File: config.mk
export PLATFORM = sky130hd
export DESIGN_NAME = result_rob
export DESIGN_NICKNAME = d
export VERILOG_FILES = /design/src/rtl/rob_pkg.sv /design/src/rtl/rob_store.sv /design/src/rtl/rob_pick.sv /design/src/rtl/rob_ctrl.sv /design/src/rtl/result_rob.sv
export SDC_FILE = /design/constraint.sdc
export NUM_CORES = 1
export LEC_CHECK = 0
export ABC_CLOCK_PERIOD_IN_PS = 6030
export BUFFER_PORTS_ARGS = -buffer_cell sky130_fd_sc_hd__buf_2
export CAP_MARGIN = 25
export CORE_ASPECT_RATIO = 1.5
export CORE_MARGIN = 5
export CORE_UTILIZATION = 63
export DETAILED_ROUTE_END_ITERATION = 8
export GPL_ROUTABILITY_DRIVEN = 0
export PLACE_DENSITY = 0.86
export SYNTH_ARGS = -nofsm -noshare
export SYNTH_HDL_FRONTEND = slang
export SYNTH_SLANG_ARGS = --single-unit
File: constraint.sdc
create_clock -name clk -period 6.03 [get_ports clk]
set_clock_uncertainty 0.05 [all_clocks]
set_input_delay 1.206 -clock clk [delete_from_list [all_inputs] [get_ports clk]]
set_output_delay 1.206 -clock clk [all_outputs]
set_load 0.02 [all_outputs]
File: src/rtl/rob_pkg.sv
package rob_pkg;

   typedef enum logic [1:0] {
      SLOT_FREE  = 2'd0,
      SLOT_BUSY  = 2'd1,
      SLOT_READY = 2'd2,
      SLOT_FAULT = 2'd3
   } slot_e;

   function automatic slot_e slot_of(input logic live, input logic done, input logic exc);
      if (!live)     return SLOT_FREE;
      else if (!done) return SLOT_BUSY;
      else if (exc)   return SLOT_FAULT;
      else            return SLOT_READY;
   endfunction

endpackage

File: src/rtl/rob_store.sv
module rob_store #(
   parameter int DEPTH     = 16,
   parameter int LANES     = 2,
   parameter int CPL_PORTS = 2,
   parameter int DATA_W    = 32,
   parameter int REG_W     = 5,
   localparam int IDX_W    = $clog2(DEPTH)
) (
   input  logic                                clk,
   input  logic                                rst_n,
   input  logic                                flush,
   input  logic [IDX_W-1:0]                    head,
   input  logic [IDX_W-1:0]                    tail,
   input  logic                                alloc_fire,
   input  logic [LANES-1:0][REG_W-1:0]         alloc_dst,
   input  logic [CPL_PORTS-1:0]                cpl_valid,
   input  logic [CPL_PORTS-1:0][IDX_W-1:0]     cpl_idx,
   input  logic [CPL_PORTS-1:0][DATA_W-1:0]    cpl_data,
   input  logic [CPL_PORTS-1:0]                cpl_exc,
   input  logic [LANES-1:0]                    ret_mask,
   output rob_pkg::slot_e [LANES-1:0]          win_state,
   output logic [LANES-1:0][REG_W-1:0]         win_dst,
   output logic [LANES-1:0][DATA_W-1:0]        win_data
);

   logic [DEPTH-1:0]   live_q, done_q, exc_q;
   logic [REG_W-1:0]   dst_q [DEPTH];
   logic [DATA_W-1:0]  val_q [DEPTH];
   logic [IDX_W-1:0]   rd_idx [LANES];
   logic [IDX_W-1:0]   wr_idx [LANES];

   for (genvar i = 0; i < LANES; i++) begin : g_lane_idx
      assign rd_idx[i] = head + IDX_W'(i);
      assign wr_idx[i] = tail + IDX_W'(i);
   end

   always_ff @(posedge clk) begin
      if (!rst_n) begin
         live_q <= '0;
         done_q <= '0;
         exc_q  <= '0;
      end else if (flush) begin
         live_q <= '0;
      end else begin
         for (int i = 0; i < LANES; i++)
            if (ret_mask[i]) live_q[rd_idx[i]] <= 1'b0;
         for (int c = 0; c < CPL_PORTS; c++)
            if (cpl_valid[c] && live_q[cpl_idx[c]]) begin
               done_q[cpl_idx[c]] <= 1'b1;
               exc_q[cpl_idx[c]]  <= cpl_exc[c];
            end
         if (alloc_fire)
            for (int i = 0; i < LANES; i++) begin
               live_q[wr_idx[i]] <= 1'b1;
               done_q[wr_idx[i]] <= 1'b0;
               exc_q[wr_idx[i]]  <= 1'b0;
            end
      end
   end

   always_ff @(posedge clk) begin
      if (rst_n && !flush) begin
         for (int c = 0; c < CPL_PORTS; c++)
            if (cpl_valid[c] && live_q[cpl_idx[c]]) val_q[cpl_idx[c]] <= cpl_data[c];
         if (alloc_fire)
            for (int i = 0; i < LANES; i++) dst_q[wr_idx[i]] <= alloc_dst[i];
      end
   end

   for (genvar i = 0; i < LANES; i++) begin : g_window
      assign win_state[i] = rob_pkg::slot_of(live_q[rd_idx[i]], done_q[rd_idx[i]], exc_q[rd_idx[i]]);
      assign win_dst[i]   = dst_q[rd_idx[i]];
      assign win_data[i]  = val_q[rd_idx[i]];

      // a claimed slot must have been free
      assert_alloc_free_R2: assert property (@(posedge clk) disable iff (!rst_n)
         alloc_fire |-> !live_q[wr_idx[i]]);
   end

   for (genvar c = 0; c < CPL_PORTS; c++) begin : g_cpl_chk
      // an accepted write-back leaves its slot complete
      assert_cpl_marks_R4: assert property (@(posedge clk) disable iff (!rst_n)
         (cpl_valid[c] && live_q[cpl_idx[c]] && !flush) |=> done_q[$past(cpl_idx[c])]);
   end

endmodule

File: src/rtl/rob_pick.sv
module rob_pick #(
   parameter int LANES = 2
) (
   input  rob_pkg::slot_e [LANES-1:0] win_state,
   output logic [LANES-1:0]           ret_mask,
   output logic                       flush
);

   logic [LANES:0] go;
   assign go[0] = 1'b1;

   for (genvar i = 0; i < LANES; i++) begin : g_chain
      assign go[i+1]     = go[i] && (win_state[i] == rob_pkg::SLOT_READY);
      assign ret_mask[i] = go[i+1];
   end

   assign flush = (win_state[0] == rob_pkg::SLOT_FAULT);

endmodule

File: src/rtl/rob_ctrl.sv
module rob_ctrl #(
   parameter int DEPTH = 16,
   parameter int LANES = 2,
   localparam int IDX_W = $clog2(DEPTH),
   localparam int CNT_W = IDX_W + 1
) (
   input  logic             clk,
   input  logic             rst_n,
   input  logic             alloc_valid,
   input  logic [LANES-1:0] ret_mask,
   input  logic             flush,
   output logic             alloc_ready,
   output logic             alloc_fire,
   output logic [IDX_W-1:0] head,
   output logic [IDX_W-1:0] tail
);

   logic [IDX_W-1:0] head_q, tail_q;
   logic [CNT_W-1:0] count_q, ret_cnt;

   always_comb begin
      ret_cnt = '0;
      for (int i = 0; i < LANES; i++) ret_cnt = ret_cnt + CNT_W'(ret_mask[i]);
   end

   assign alloc_ready = !flush && ((CNT_W'(DEPTH) - count_q) >= CNT_W'(LANES));
   assign alloc_fire  = alloc_valid && alloc_ready;
   assign head        = head_q;
   assign tail        = tail_q;

   always_ff @(posedge clk) begin
      if (!rst_n || flush) begin
         head_q  <= '0;
         tail_q  <= '0;
         count_q <= '0;
      end else begin
         head_q  <= head_q + IDX_W'(ret_cnt);
         tail_q  <= tail_q + (alloc_fire ? IDX_W'(LANES) : '0);
         count_q <= count_q - ret_cnt + (alloc_fire ? CNT_W'(LANES) : '0);
      end
   end

   // occupancy never exceeds the depth
   assert_no_overflow_R3: assert property (@(posedge clk) disable iff (!rst_n)
      count_q <= CNT_W'(DEPTH));

   // ring distance between pointers matches occupancy
   assert_ring_span_R2: assert property (@(posedge clk) disable iff (!rst_n)
      (tail_q - head_q) == count_q[IDX_W-1:0]);

   // a flush leaves the ring empty and rewound
   assert_flush_rewind_R7: assert property (@(posedge clk) disable iff (!rst_n)
      flush |=> (count_q == '0 && head_q == '0 && tail_q == '0));

endmodule

File: src/rtl/result_rob.sv
module result_rob #(
   parameter int DEPTH     = 16,
   parameter int LANES     = 2,
   parameter int CPL_PORTS = 2,
   parameter int DATA_W    = 32,
   parameter int REG_W     = 5,
   localparam int IDX_W    = $clog2(DEPTH)
) (
   input  logic                              clk,
   input  logic                              rst_n,
   input  logic                              alloc_valid,
   input  logic [LANES-1:0][REG_W-1:0]       alloc_dst,
   output logic                              alloc_ready,
   output logic [LANES-1:0][IDX_W-1:0]       alloc_idx,
   input  logic [CPL_PORTS-1:0]              cpl_valid,
   input  logic [CPL_PORTS-1:0][IDX_W-1:0]   cpl_idx,
   input  logic [CPL_PORTS-1:0][DATA_W-1:0]  cpl_data,
   input  logic [CPL_PORTS-1:0]              cpl_exc,
   output logic [LANES-1:0]                  ret_we,
   output logic [LANES-1:0][REG_W-1:0]       ret_dst,
   output logic [LANES-1:0][DATA_W-1:0]      ret_data,
   output logic                              flush
);

   initial begin
      assert (DEPTH >= 2 && (DEPTH & (DEPTH - 1)) == 0)
         else $fatal(1, "DEPTH must be a power of two");
      assert (LANES >= 1 && LANES <= DEPTH) else $fatal(1, "LANES out of range");
      assert (CPL_PORTS >= 1) else $fatal(1, "CPL_PORTS must be positive");
      assert (DATA_W >= 1 && REG_W >= 1) else $fatal(1, "widths must be positive");
   end

   logic [IDX_W-1:0]            head, tail;
   logic                        alloc_fire;
   logic [LANES-1:0]            ret_mask;
   logic                        flush_w;
   rob_pkg::slot_e [LANES-1:0]  win_state;

   rob_ctrl #(.DEPTH(DEPTH), .LANES(LANES)) u_ctrl (
      .clk(clk), .rst_n(rst_n), .alloc_valid(alloc_valid), .ret_mask(ret_mask),
      .flush(flush_w), .alloc_ready(alloc_ready), .alloc_fire(alloc_fire),
      .head(head), .tail(tail));

   rob_store #(.DEPTH(DEPTH), .LANES(LANES), .CPL_PORTS(CPL_PORTS),
               .DATA_W(DATA_W), .REG_W(REG_W)) u_store (
      .clk(clk), .rst_n(rst_n), .flush(flush_w), .head(head), .tail(tail),
      .alloc_fire(alloc_fire), .alloc_dst(alloc_dst), .cpl_valid(cpl_valid),
      .cpl_idx(cpl_idx), .cpl_data(cpl_data), .cpl_exc(cpl_exc),
      .ret_mask(ret_mask), .win_state(win_state), .win_dst(ret_dst),
      .win_data(ret_data));

   rob_pick #(.LANES(LANES)) u_pick (
      .win_state(win_state), .ret_mask(ret_mask), .flush(flush_w));

   for (genvar i = 0; i < LANES; i++) begin : g_idx_out
      assign alloc_idx[i] = tail + IDX_W'(i);
   end

   assign ret_we = ret_mask;
   assign flush  = flush_w;

endmodule

Yosys cells after proc, flatten, opt, wreduce, memory -nomap -nowiden
Memories as Yosys holds them, arrays and structs flattened. A register that Yosys moved wholly into a read port is not among the register bits.
Cells that the tools add are included.
Widths: inputs -> output; s select.
{ "word_totals": {"register_bits": 61, "latch_bits": 0, "ram_bits": 592, "rom_bits": 0, "input_bits": 89, "output_inout_bits": 86, "word_cells": 133, "mem_count": 2} }
{ "op_classes": {"n_addsub": 8, "multipliers": 0, "div": 0, "n_lt_le_gt_ge": 13, "n_eq_ne": 3, "shifts": 0, "mux": 70, "bitwise_logic": 15, "reduce_logical": 16} }
{ "memory_table": {"columns": ["name", "words", "word_bits", "rd", "rd_ports_with_merged_regs", "write_ports", "line_no", "rtl"], "rows": [
  ["u_store.val_q", 16, 32, 2, 1, 2, "rob_store.sv:28", "logic [DATA_W-1:0] val_q [DEPTH];"],
  ["u_store.dst_q", 16, 5, 2, 1, 2, "rob_store.sv:27", "logic [REG_W-1:0] dst_q [DEPTH];"]
]} }
{ "op_table": {"columns": ["cell", "count"], "rows": [
  ["$mux 16", 21],
  ["$and 16x16->16", 6],
  ["$not 16->16", 4],
  ["$or 16x16->16", 4],
  ["$bmux 1 s4", 8],
  ["$bwmux 16", 2],
  ["$lt 4x5->1 const B", 6],
  ["$mux 1", 25],
  ["$demux 1 s4", 6],
  ["$ge 4x1->1 const B", 6],
  ["$logic_and 1x1->1", 12],
  ["$mux 2", 6],
  ["$add 4x1->4 const B", 2],
  ["$add 4x4->4", 2],
  ["$mux 4", 2],
  ["$eq 2x2->1 const B", 3],
  ["$add 5x5->5", 1],
  ["$ge 5x2->1 const B", 1],
  ["$sub 5x5->5", 1],
  ["$sub 5x5->5 const A", 1],
  ["$add 1x1->2", 1],
  ["$logic_not 1->1", 2],
  ["$reduce_or 2->1", 1],
  ["$logic_or 1x1->1", 1],
  ["$not 1->1", 1]
]} }

Longest topological paths before layout
{ "depth": {"word_depth": 16, "depth_mapped": 18, "depth_no_buf": 15} }

By module
Synthesis repeated with hierarchy kept, for this count alone.
{ "unflattened": {"hier_cells": 2431, "area_unflattened_um2": 39481.6} }
{ "by_module_without_submodules": {"columns": ["mod", "instances", "cells_per_inst", "area_each_um2", "seq_area_each_um2"], "rows": [
  ["rob_store", 1, 2340, 38642.1, 18738.0],
  ["rob_ctrl", 1, 83, 767.0, 240.2],
  ["result_rob", 1, 5, 43.8, 0.0],
  ["rob_pick", 1, 3, 28.8, 0.0]
]} }

Worst setup path after synthesis
OpenSTA, ideal clock, no wires.
{ "synth_timing": {"kind": "register -> register", "start": "register u_ctrl.head_q[0], in the netlist u_ctrl.head[0]", "end": "memory u_store.val_q[12][0] (enable)", "setup_ps": 432, "arrival_ps": 4018, "t_required_ps": 5548, "path_slack_ps": 1530, "stages_incl_launch_ff": 10, "n_path_buf": 4, "synth_period_minus_slack_ps": 4500, "cell_sequence": "dfxtp_1 > buf_6 > mux4_2 > mux4_2 > buf_6 > o21ai_4 > buf_2 > nand2_1 > clkbuf_1 > a21oi_1"} }
{ "synth_lines": {"columns": ["item", "line_no", "rtl"], "rows": [
  ["start, declared", "rob_ctrl.sv:18", "logic [IDX_W-1:0] head_q, tail_q;"],
  ["start signal, assigned", "rob_ctrl.sv:37", "head_q <= head_q + IDX_W'(ret_cnt);"],
  ["end, declared", "rob_store.sv:28", null]
]} }

Final worst setup path
{ "layout_timing": {"start": "register u_ctrl.head_q[0], in the netlist u_ctrl.head[0]", "end": "output ret_we[1]"} }
{ "layout_between": {"elab_chain_cells": 8, "word_cells_on_any_way": 22, "cone_classes": "1 x add/sub; 2 x eq/ne; 18 x mux; 1 x reduce/logical"} }
{ "layout_rtl": {"columns": ["item", "line_no", "rtl"], "rows": [
  ["$add 4x1->4", "rob_store.sv:33", "assign rd_idx[i] = head + IDX_W'(i);"],
  ["$bmux 1 s4", "rob_store.sv:71", "assign win_state[i] = rob_pkg::slot_of(live_q[rd_idx[i]], done_q[rd_idx[i]], exc_q[rd_idx[i]]);"],
  ["$mux 1 (implied by the code)", "rob_store.sv:71", null],
  ["$mux 1", "rob_pkg.sv:13", "else if (exc) return SLOT_FAULT;"],
  ["$mux 2", "rob_pkg.sv:12", "else if (!done) return SLOT_BUSY;"],
  ["$mux 2", "rob_pkg.sv:11", "if (!live) return SLOT_FREE;"],
  ["$eq 2x2->1", "rob_pick.sv:13", "assign go[i+1] = go[i] && (win_state[i] == rob_pkg::SLOT_READY);"],
  ["$logic_and 1x1->1 (*)", "rob_pick.sv:13", null],
  ["end, declared", "result_rob.sv:19", "output logic [LANES-1:0] ret_we,"]
]} }
Mark *: on every way between the ends. The rest lies on a longest branch, timed or not. The select of a mux whose other input is x is not followed.

==> run_results.csv <==
group,metric,value,unit
run_status,outcome,"completed",
clocking,clockBufferDepth,3,
yosys,synth_edf_count,592,
clocking,cts_tree,"done",
layout,drive_gt1_frac,0.531,
setup_path,slowest_delay,0.76,ns
setup_path,critical_path.top_delay_family,"simple AND/OR/NAND/NOR gates",
timing,drv_slew,0,
clocking,clk_pin_slew,0.07,ns
yosys,synth_area_leader_cell,"edfxtp_1",
layout,fin_area,0.0419,mm2
setup_path,end_kind,"output port",
yosys,synthesis.nets,2386,
global_routing,grt_max_degree,145,
route,wire_per_inst,35.1,um
route,vias,24600,
global_routing,overflow,0,
yosys,yosysSeqAreaShare,0.498,
timing,tns,0,ns
timing,worst_slack,0.421,ns
timing,max_freq,0.178,GHz
setup_path,worstPathArrival,4.35,ns
yosys,avgSynthCellArea,16.7,um2
clocking,htreeDepth,2,
setup_path,crit_slowest_cell,"ha_4",
yosys,ys_ff_latch,652,
timing,final-setup-viol-count,0,
die,fp.dieH,311,um
pwr,peakVddDrop,0.000278,V
route,drc,0,
yosys,synth_area,0.0381,mm2
setup_path,start_kind,"flip-flop",
setup_path,cp_max_fo,40,
placed_design,dpl-instance-area,0.0398,mm2
clocking,insertion_delay,0.64,ns
clocking,cts.sinks,652,
layout,area_growth,9.86,%
die,die_w,211,um
placed_design,dp.cells,3067,
yosys,yosys_warnings,0,
layout,fin_util,0.697,
timing,worst_pin_slew,1.38,ns
layout,n_fill_cell,3734,
setup_path,critPathRequiredTime,4.77,ns
timing,fin_crit_sh,0.930,
placed_design,dp_hpwl,62.6,mm
timing,period_minus_slack,5.61,ns
layout,layoutNonFillerInstCount,3198,
yosys,synth_cell_type_count,64,
pwr,p_per_area,234,mW/mm2
yosys,ys_async_sr_fraction,0,
timing,grt_setup_unrepaired,"false",
setup_path,cp_cell_sequence,"inv_2, ha_4, nand4b_1, o311a_1, nor4b_1, nor4_1, nor2_1, buf_2",
setup_path,worstSetupPathType,"flip-flop to output port",
clocking,numCtsBuffers,59,
route,drt-total-wl,112,mm
yosys,synth_cells,2279,
placed_design,dpl_worst_slack,1.11,ns
die,initial_core_util,0.635,
clocking,root_buffer,"clkbuf_16",
pwr,p_leak,13.4,nW
timing,finalHoldViolCount,0,
clocking,post_cts_buffers,0,
setup_path,path_buf_inv,2,
die,rows,110,
global_routing,antenna_found_initial,20,
global_routing,grt_pass1_vias,25600,
clocking,post_cts_resized,0,
yosys,yosys.area.top_type_share,0.467,
die,io_pins,175,
route,drtIter0Drc,3417,
timing,max-slew-margin-rel,0.0822,
placed_design,portBuffers,172,
worst_hold_path,min_path_type,"flip-flop to flip-flop",
yosys,synthTopCellsByArea,"edfxtp_1 (47%), mux4_2 (22%), mux2_2 (13%)",
route,dr.pass1.iters,8,
flow_run,max_cap_violations,0,
yosys,synth_ff_type,"edfxtp_1",
route,vias_per_cell,7.68,
route,ant_nets,0,
global_routing,track_usage,0.338,
layout,nets,2452,
die,core_area,0.0600,mm2
global_routing,grt_pass1_wl,165,mm
clocking,postCtsHoldBufs,0,
die,dieArea,0.0656,mm2
==> per-layer routing <==
layer  global-route usage  share of wire  up-vias
li1                     -              -     9540
met1                0.425           0.32    12400
met2                0.547           0.49     2141
met3               0.0812           0.12      476
met4                0.183          0.062        8
met5                    0        0.00043        -
==> path summary, 6_finish.rpt <==
| path | from | end | slack, ns | cells past startpoint |
|---|---|---|---|---|
| min | u_store.done_q[3]$_SDFFE_PN0N_ | u_store.done_q[3]$_SDFFE_PN0N_ | 0.43 | 2 |
| max reg2reg | u_ctrl.head[0]$_SDFF_PP0_ | u_ctrl.count_q[3]$_SDFF_PP0_ | 0.96 | 14 |
| max | u_ctrl.head[0]$_SDFF_PP0_ | ret_we[1] | 0.42 | 8 |
| min reg2reg | u_store.done_q[3]$_SDFFE_PN0N_ | u_store.done_q[3]$_SDFFE_PN0N_ | 0.43 | 2 |
==> synthesized netlist by cell type, types with 7 or more instances <==
cell / count
buf_2: 7
buf_4: 41
o2111ai_1: 12
a21boi_0: 13
edfxtp_1: 592
a21oi_1: 46
mux4_2: 379
clkbuf_1: 136
mux2i_1: 17
and3_1: 12
and2_1: 8
inv_1: 25
mux2_1: 53
nor2b_1: 8
o21ai_0: 25
dfxtp_1: 60
nor2_1: 45
mux2_4: 65
nand2_1: 74
nor3b_4: 12
buf_1: 42
buf_6: 10
nand3_1: 34
mux2_2: 441
nand4_1: 8
ha_1: 15
==> worst reg2reg max path: stages (launching register included) <==
cell and delay (ns):
dfxtp_4 0.74, inv_2 0.32, ha_4 0.76, nand4b_1 0.17
o311a_1 0.16, nor4b_1 0.64, nor4_1 0.21, nor2_1 0.46
fa_1 0.51, inv_1 0.07, ha_1 0.16, inv_1 0.07
fa_1 0.41, xnor2_1 0.15, nor2_1 0.05
==> registers in the layout, indices dropped and copies added, names as in the netlist <==
| name | count |
|---|---|
| u_store.val_q | 512 |
| u_store.dst_q | 80 |
| u_store.done_q | 16 |
| u_store.exc_q | 16 |
| u_store.live_q | 16 |
| u_ctrl.count_q | 5 |
| u_ctrl.head | 4 |
| u_ctrl.tail | 3 |
==> cell usage in the layout (no fill, tap or decap), types with 32 or more instances in the layout <==
cell / synthesis / final
edfxtp_1: 592 / 592
mux2_2: 441 / 441
mux4_2: 379 / 379
buf_2: 7 / 172
nand2_1: 74 / 73
mux2_4: 65 / 65
clkbuf_16: 0 / 60
dfxtp_1: 60 / 56
buf_4: 41 / 54
mux2_1: 53 / 53
nor2_1: 45 / 43
nand3_1: 34 / 33
a21oi_1: 46 / 32
==> through the flow <==
stage,hold slack [ns],total power [mW]
3_3_place_gp,0.401,5.82
4_1_cts,0.427,9.80
3_5_place_dp,0.416,5.87
2_1_floorplan,0.387,5.64
5_1_grt,0.448,10.1
6_report,0.427,9.80
==> final cells by class <==
| type | count | area, um2 | area share |
|---|---|---|---|
| Tap cell | 784 | 981 | 0.0234 |
| Clock inverter | 45 | 490 | 0.0117 |
| Multi-Input combinational cell | 1364 | 18100 | 0.433 |
| Timing Repair Buffer | 241 | 1570 | 0.0376 |
| Clock buffer | 67 | 1540 | 0.0367 |
| Antenna cell | 18 | 45.0 | 0.00108 |
| Sequential cell | 652 | 19000 | 0.454 |
| Inverter | 27 | 101 | 0.00242 |
==> cell families after synthesis <==
kind of cell | after synthesis | synth area share
adder cells (fa/ha/maj) | 18 | 0.00650
other | 2 | 0.000197
buffers and inverters | 263 | 0.0322
multiplexers | 956 | 0.401
AO/OA/AOI/OAI | 142 | 0.0248
AND/OR/NAND/NOR | 237 | 0.0352
flip-flops | 652 | 0.498
XOR/XNOR | 9 | 0.00207
==> power breakdown <==
group          switching (mW)  leakage (nW)  internal, mW
logic                   0.419          6.63         0.349
clock network            1.75         0.993          2.26
registers              0.0498          5.81          4.98
total                    2.21          13.4          7.59
Note: power is estimated with default switching activity, not from simulation.
